`src/rtl/pct_pkg.sv`:
```
// Package: shared types for the pending request count tracker.
// Assumes nothing beyond IEEE 1800-2017 enum support.
package pct_pkg;
    // Action taken by one counter cell in a given cycle.
    typedef enum logic [1:0] {
        CELL_HOLD = 2'd0,
        CELL_INC  = 2'd1,
        CELL_DEC  = 2'd2,
        CELL_LOAD = 2'd3
    } cell_act_e;
endpackage

```
`src/rtl/pct_count_cell.sv`:
```
// Module: one saturating pending-request counter.
// Does: +1 on inc, -1 on dec, no change on both, census load with optional
// same-cycle increment; floors at zero and flags a floor hit by a grant.
// Assumes: load_val is already corrected for in-flight grants by the parent.
module pct_count_cell
    import pct_pkg::*;
#(
    parameter int CNT_W = 4
) (
    input  logic             clk,
    input  logic             rst_n,
    input  logic             inc,
    input  logic             dec,
    input  logic             load,
    input  logic [CNT_W-1:0] load_val,
    output logic [CNT_W-1:0] cnt,
    output logic             nz,
    output logic             uflow
);
    localparam logic [CNT_W-1:0] CNT_MAX = '1;
    localparam logic [CNT_W-1:0] CNT_ONE = CNT_W'(1);

    cell_act_e act;

    // Choose this cycle's action; a census overrides grant and request.
    always_comb begin
        if (load)             act = CELL_LOAD;
        else if (inc && !dec) act = CELL_INC;
        else if (dec && !inc) act = CELL_DEC;
        else                  act = CELL_HOLD;
    end

    // Update the counter with saturation at both ends.
    always_ff @(posedge clk) begin
        if (!rst_n) begin
            cnt <= '0;
        end else begin
            case (act)
                CELL_INC:  if (cnt != CNT_MAX) cnt <= cnt + CNT_ONE;
                CELL_DEC:  if (cnt != '0)      cnt <= cnt - CNT_ONE;
                CELL_LOAD: cnt <= (inc && load_val != CNT_MAX) ? load_val + CNT_ONE : load_val;
                default:   cnt <= cnt;
            endcase
        end
    end

    // Report nonzero state and a grant that found nothing pending.
    always_comb begin
        nz    = (cnt != '0);
        uflow = (act == CELL_DEC) && (cnt == '0);
    end

    assert_no_overflow_R3: assert property (@(posedge clk) disable iff (!rst_n)
        (cnt == CNT_MAX && inc && !dec && !load) |=> (cnt == CNT_MAX));
    assert_floor_R6: assert property (@(posedge clk) disable iff (!rst_n)
        (cnt == '0 && dec && !inc && !load) |=> (cnt == '0));
    assert_net_zero_R5: assert property (@(posedge clk) disable iff (!rst_n)
        (inc && dec && !load) |=> $stable(cnt));
    assert_step_up_R2: assert property (@(posedge clk) disable iff (!rst_n)
        (inc && !dec && !load && cnt != CNT_MAX) |=> (cnt == $past(cnt) + CNT_ONE));
    assert_step_down_R4: assert property (@(posedge clk) disable iff (!rst_n)
        (dec && !inc && !load && cnt != '0) |=> (cnt == $past(cnt) - CNT_ONE));
endmodule

```
`src/rtl/pct_grant_history.sv`:
```
// Module: shift register of recent grants.
// Does: counts the grants to a probed queue in the current cycle plus the
// previous HIST cycles, so a census can remove grants still in flight.
// Assumes: HIST + 1 fits in HW bits (guaranteed by the localparam).
module pct_grant_history #(
    parameter int QW   = 4,
    parameter int HIST = 6,
    localparam int HW  = $clog2(HIST + 2)
) (
    input  logic          clk,
    input  logic          rst_n,
    input  logic          gnt_valid,
    input  logic [QW-1:0] gnt_q,
    input  logic [QW-1:0] probe_q,
    output logic [HW-1:0] hits
);
    logic          hv [HIST];
    logic [QW-1:0] hq [HIST];

    genvar g;
    generate
        for (g = 0; g < HIST; g++) begin : g_stage
            // Shift one grant record per cycle; stage 0 takes the new grant.
            always_ff @(posedge clk) begin
                if (!rst_n) begin
                    hv[g] <= 1'b0;
                    hq[g] <= '0;
                end else if (g == 0) begin
                    hv[g] <= gnt_valid;
                    hq[g] <= gnt_q;
                end else begin
                    hv[g] <= hv[(g == 0) ? 0 : g - 1];
                    hq[g] <= hq[(g == 0) ? 0 : g - 1];
                end
            end
        end
    endgenerate

    // Count matching grants, including the one issued this cycle.
    always_comb begin
        hits = (gnt_valid && gnt_q == probe_q) ? HW'(1) : '0;
        for (int i = 0; i < HIST; i++) begin
            if (hv[i] && hq[i] == probe_q) hits = hits + HW'(1);
        end
    end
endmodule

```
`src/rtl/pct_tracker.sv`:
```
// Module: top of the pending request count tracker.
// Does: one counter per (input, output) queue, nonzero bitmap for the matcher,
// census correction against grant history, sticky underflow flag.
// Assumes: NUM_IN, NUM_OUT >= 2; HIST < 2**CNT_W; one message of each kind per cycle.
module pct_tracker #(
    parameter int NUM_IN  = 4,
    parameter int NUM_OUT = 4,
    parameter int CNT_W   = 4,
    parameter int HIST    = 6
) (
    input  logic                         clk,
    input  logic                         rst_n,
    input  logic                         req_valid,
    input  logic [$clog2(NUM_IN)-1:0]    req_in,
    input  logic [$clog2(NUM_OUT)-1:0]   req_out,
    input  logic                         gnt_valid,
    input  logic [$clog2(NUM_IN)-1:0]    gnt_in,
    input  logic [$clog2(NUM_OUT)-1:0]   gnt_out,
    input  logic                         cen_valid,
    input  logic [$clog2(NUM_IN)-1:0]    cen_in,
    input  logic [$clog2(NUM_OUT)-1:0]   cen_out,
    input  logic [CNT_W-1:0]             cen_count,
    output logic [NUM_IN*NUM_OUT-1:0]    req_map,
    output logic                         underflow_err
);
    localparam int NQ = NUM_IN * NUM_OUT;
    localparam int QW = $clog2(NQ);
    localparam int HW = $clog2(HIST + 2);

    logic [QW-1:0]    req_q, gnt_q, cen_q;
    logic [HW-1:0]    hits;
    logic [CNT_W:0]   cen_diff;
    logic [CNT_W-1:0] cen_corr;
    logic [NQ-1:0]    uflow_vec;

    // Flatten (input, output) pairs into queue indices.
    always_comb begin
        req_q = QW'(req_in) * QW'(NUM_OUT) + QW'(req_out);
        gnt_q = QW'(gnt_in) * QW'(NUM_OUT) + QW'(gnt_out);
        cen_q = QW'(cen_in) * QW'(NUM_OUT) + QW'(cen_out);
    end

    pct_grant_history #(.QW(QW), .HIST(HIST)) hist_i (
        .clk      (clk),
        .rst_n    (rst_n),
        .gnt_valid(gnt_valid),
        .gnt_q    (gnt_q),
        .probe_q  (cen_q),
        .hits     (hits)
    );

    // Remove in-flight grants from the census value, clamping at zero.
    always_comb begin
        cen_diff = {1'b0, cen_count} - (CNT_W + 1)'(hits);
        cen_corr = cen_diff[CNT_W] ? '0 : cen_diff[CNT_W-1:0];
    end

    genvar k;
    generate
        for (k = 0; k < NQ; k++) begin : g_q
            logic [CNT_W-1:0] cnt;
            pct_count_cell #(.CNT_W(CNT_W)) cell_i (
                .clk     (clk),
                .rst_n   (rst_n),
                .inc     (req_valid && req_q == QW'(k)),
                .dec     (gnt_valid && gnt_q == QW'(k)),
                .load    (cen_valid && cen_q == QW'(k)),
                .load_val(cen_corr),
                .cnt     (cnt),
                .nz      (req_map[k]),
                .uflow   (uflow_vec[k])
            );
        end
    endgenerate

    // Hold the underflow flag until reset.
    always_ff @(posedge clk) begin
        if (!rst_n) underflow_err <= 1'b0;
        else        underflow_err <= underflow_err | (|uflow_vec);
    end

    assert_err_sticky_R6: assert property (@(posedge clk) disable iff (!rst_n)
        underflow_err |=> underflow_err);
    assert_census_map_R7: assert property (@(posedge clk) disable iff (!rst_n)
        (cen_valid && !(req_valid && req_q == cen_q))
        |=> (req_map[$past(cen_q)] == ($past(cen_corr) != '0)));
    assert_req_sets_map_R8: assert property (@(posedge clk) disable iff (!rst_n)
        (req_valid && !(gnt_valid && gnt_q == req_q) && !cen_valid) |=> req_map[$past(req_q)]);
endmodule

```
`config.mk`:
```
export PLATFORM = sky130hd
export DESIGN_NAME = pct_tracker
export DESIGN_NICKNAME = d
export VERILOG_FILES = /design/src/rtl/pct_pkg.sv /design/src/rtl/pct_count_cell.sv /design/src/rtl/pct_grant_history.sv /design/src/rtl/pct_tracker.sv
export SDC_FILE = /design/constraint.sdc
export NUM_CORES = 1
export LEC_CHECK = 0
export ABC_AREA = 1
export BUFFER_PORTS_ARGS = -buffer_cell sky130_fd_sc_hd__buf_2
export CAP_MARGIN = 20
export CORE_MARGIN = 2
export CORE_UTILIZATION = 40
export DETAILED_ROUTE_END_ITERATION = 10
export GPL_TIMING_DRIVEN = 0
export SKIP_LAST_GASP = 1
export SLEW_MARGIN = 40
export SYNTH_ARGS = -nofsm -noshare
export SYNTH_HDL_FRONTEND = slang
export SYNTH_HIERARCHICAL = 1
export SYNTH_SLANG_ARGS = --single-unit
```
`constraint.sdc`:
```
create_clock -name clk -period 17.25 [get_ports clk]
set_clock_uncertainty 0.1 [all_clocks]
set_input_delay 3.45 -clock clk [delete_from_list [all_inputs] [get_ports clk]]
set_output_delay 3.45 -clock clk [all_outputs]
set_load 0.01 [all_outputs]
```
==> results.sh <==
export IMPL_fp_dieH_um=164.7
export IMPL_yosys_register_bits=95
export IMPL_port_buffers=36
export IMPL_rsz0062_at_grt="false"
export IMPL_clockRootBuffer="clkbuf_16"
export IMPL_grt_pass1_vias=9668
export IMPL_clock_path_buffers=2
export IMPL_cpPeakStageDelay_ns=0.45
export IMPL_endpoint="g_q[1].cell_i/cnt[3]"
export IMPL_min_period_ns=10.05
export IMPL_synth_fp_nets=1835
export IMPL_crit_cells=44
export IMPL_min_period_over_period=0.5825
export IMPL_grt_overflow=0
export IMPL_layout_commonest_cell="nand2_1"
export IMPL_synth_seq_area_share=0.1842
export IMPL_synth_top_area_share=0.1842
export IMPL_row_count=58
export IMPL_start_util=0.4088
export IMPL_dieWidth_um=164.7
export IMPL_top_usage_layer="met2"
export IMPL_fmax_mhz=99.53
export IMPL_ioPinCount=38
export IMPL_grt_use_met3=0.02788
export IMPL_combPwrFrac=0.288
export IMPL_drc=0
export IMPL_first_iter_violations=559
export IMPL_antenna_found_initial=1
export IMPL_antenna_cells=0
export IMPL_power_density_mw_per_mm2=55.24
export IMPL_nets=1890
export IMPL_routedWlPerCell_um=12.43
export IMPL_place_congestion=0.8599
export IMPL_crit_family="simple AND/OR/NAND/NOR gates"
export IMPL_viasPerCell=4.944
export IMPL_cp_startpoint="cen_out[1]"
export IMPL_hold_class="reg -> reg"
export IMPL_gr_usage_met2=0.3374
export IMPL_yosys_area_top_type="dfxtp_1"
export IMPL_end_kind="flop"
export IMPL_synthTopCellsByArea="dfxtp_1 (18%), nand2_1 (17%), nand3_1 (9.6%)"
export IMPL_syn_area_mm2=0.01032
export IMPL_cts_made_buffers=9
export IMPL_setup_tns_ns=0
export IMPL_required_ns=17.45
export IMPL_cp_arrival_ns=10.25
export IMPL_ys_warn_count=6
export IMPL_dieArea_mm2=0.02711
export IMPL_syn_inst=1771
export IMPL_slew_headroom=0.4952
export IMPL_syn_area_per_cell_um2=5.830
export IMPL_cts_tree="yes"
export IMPL_setup_slack_ns=7.202
export IMPL_clock_power_share=0.333
export IMPL_leakage_uw=0.005887
export IMPL_crit_top_cell="nand2_1"
export IMPL_status="finished clean"
export IMPL_final_util=0.4531
export IMPL_layout_common_cells="nand2_1 (454), nor2_1 (239), inv_1 (230)"
export IMPL_cts_resized=0
export IMPL_r2r_setup_slack_ns=10.38
export IMPL_r2r_cells=41
export IMPL_hpwl_um=21030
export IMPL_firstDrtPassIters=7
export IMPL_maxCapViolCount=0
export IMPL_min_path_cells=2
export IMPL_ir_worst_vdd_uv=41.96
export IMPL_met1_usage=0.2724
export IMPL_drive_above_1_share=0.1748
export IMPL_num_fill_cells=2714
export IMPL_setup_viol=0
export IMPL_crit_slowest_cell="nor3_1"
export IMPL_ant_nets=0
export IMPL_worstMarginPinSlew_ns=0.7571
export IMPL_grt_pass1_wl_um=45190
export IMPL_postCtsSetupBuffers=0
export IMPL_crit_buf_inv=11
export IMPL_area_delta_synth_final_pct=10.82
export IMPL_internal_power_uw=397.9
export IMPL_switching_share=0.3705
export IMPL_p_sw_uw=234.2
export IMPL_cts_hold_buffers_added=0
export IMPL_clkLatencyLatePin_ns=0.37
export IMPL_h_tree_depth=3
export IMPL_core_area_mm2=0.02525
export IMPL_post_place_ws_ns=6.814
export IMPL_crit_type="in -> reg"
export IMPL_timing_hold_ws_ns=0.3254
export IMPL_r2r_end="g_q[1].cell_i/cnt[3]"
export IMPL_yosysUniqueCellTypes=41
export IMPL_cts_sinks=95
export IMPL_cts_reportedPaths_clkPinSlew_ns=0.08
export IMPL_p_seq_frac=0.379
export IMPL_power_uw=632.1
export IMPL_totalWireLength_um=26860
export IMPL_num_vias=10680
export IMPL_critPathLaunchType="input pin"
export IMPL_path_max_fanout=19
export IMPL_grt_total_usage=0.2043
export IMPL_grt_max_degree=69
export IMPL_hold_viol=0
export IMPL_maxSlewViolCount=0
export IMPL_rr_startpoint="hist_i/hq[0][0]"
==> cells by family (layout without fill, tap and decap cells) <==
family	after synthesis	count (layout)	share of synthesized area
fa+ha+maj	43	43	0.05284
flops	95	95	0.1842
xor+xnor	10	10	0.009210
compound gates	229	229	0.1458
simple gates	1071	1071	0.4897
buf+inv	323	383	0.1183
==> cell type report <==
type	instances	area, µm²	share of cell area
Clock buffer	9	225.2	0.01968
Buffer	6	31.28	0.002734
Inverter	317	1190	0.1040
Sequential cell	95	1902	0.1662
Multi-Input combinational cell	1353	7229	0.6318
Tap cell	330	412.9	0.03609
Timing Repair Buffer	44	365.4	0.03193
Clock inverter	7	86.33	0.007545
==> synthesized netlist by cell type, drive strengths merged <==
master	number
a211oi	1
a21boi	16
a21oi	85
a22o	2
and2	1
buf	3
clkbuf	3
clkinv	16
dfxtp	95
fa	1
ha	42
inv	301
nand2	544
nand3	217
nand3b	17
nand4	20
nor2	264
nor3	5
o2111ai	1
o21ai	123
o22ai	1
or2	3
xnor2	5
xor2	5
==> routing by layer <==
layer | up-vias | routed length (µm)
met4 | 2 | 599
li1 | 5725 | -
met3 | 41 | 1117
met5 | - | 16
met1 | 4746 | 13140
met2 | 170 | 11990
==> flip-flops by register name, indices dropped and copies added (netlist names) <==
name	cells
underflow_err	1
hist_i/hq	24
hist_i/hv	6
g_q.cell_i/cnt	64
==> metrics by stage <==
| stage | instances | area (µm²) |
|---|---|---|
| global route | 2161 | 11440 |
| CTS | 2161 | 11440 |
| finish | 2161 | 11440 |
| global placement | 2137 | 10920 |
| floorplan | 1771 | 10320 |
| detailed placement | 2145 | 11130 |
==> worst register-to-register path: cells and delay by family (launching register included) <==
| kind | cells | cell delay, ns |
|---|---|---|
| and+or+nand+nor | 22 | 3.14 |
| DFF | 1 | 0.33 |
| buffers and inverters | 8 | 0.87 |
| adders and majority gates | 6 | 1.60 |
| AOI/OAI and AO/OA | 3 | 0.44 |
| xor gates and xnor gates | 2 | 0.34 |
==> how the worst min path moves through the flow <==
stage | startpoint | end | slack, ns
3_3_place_gp | hist_i/hv[0][1] | hist_i/hv[1][0] | 0.32
2_1_floorplan | hist_i/hv[1][1] | hist_i/hv[2][0] | 0.30
3_5_place_dp | hist_i/hq[2][0] | hist_i/hq[2][4] | 0.32
5_1_grt | hist_i/hv[1][1] | hist_i/hv[2][0] | 0.36
6_report | hist_i/hq[2][0] | hist_i/hq[2][4] | 0.33
4_1_cts | hist_i/hq[2][0] | hist_i/hq[2][4] | 0.33
==> power groups by stage <==
stage          Clock (µW)  Combinational, µW  Sequential [µW]
6_report              210                182              240
5_1_grt               228                206              241
4_1_cts               219                182              240
3_5_place_dp            0                181              245
3_3_place_gp            0                171              245
2_1_floorplan           0                128              242
(Power assumes the default switching activity.)
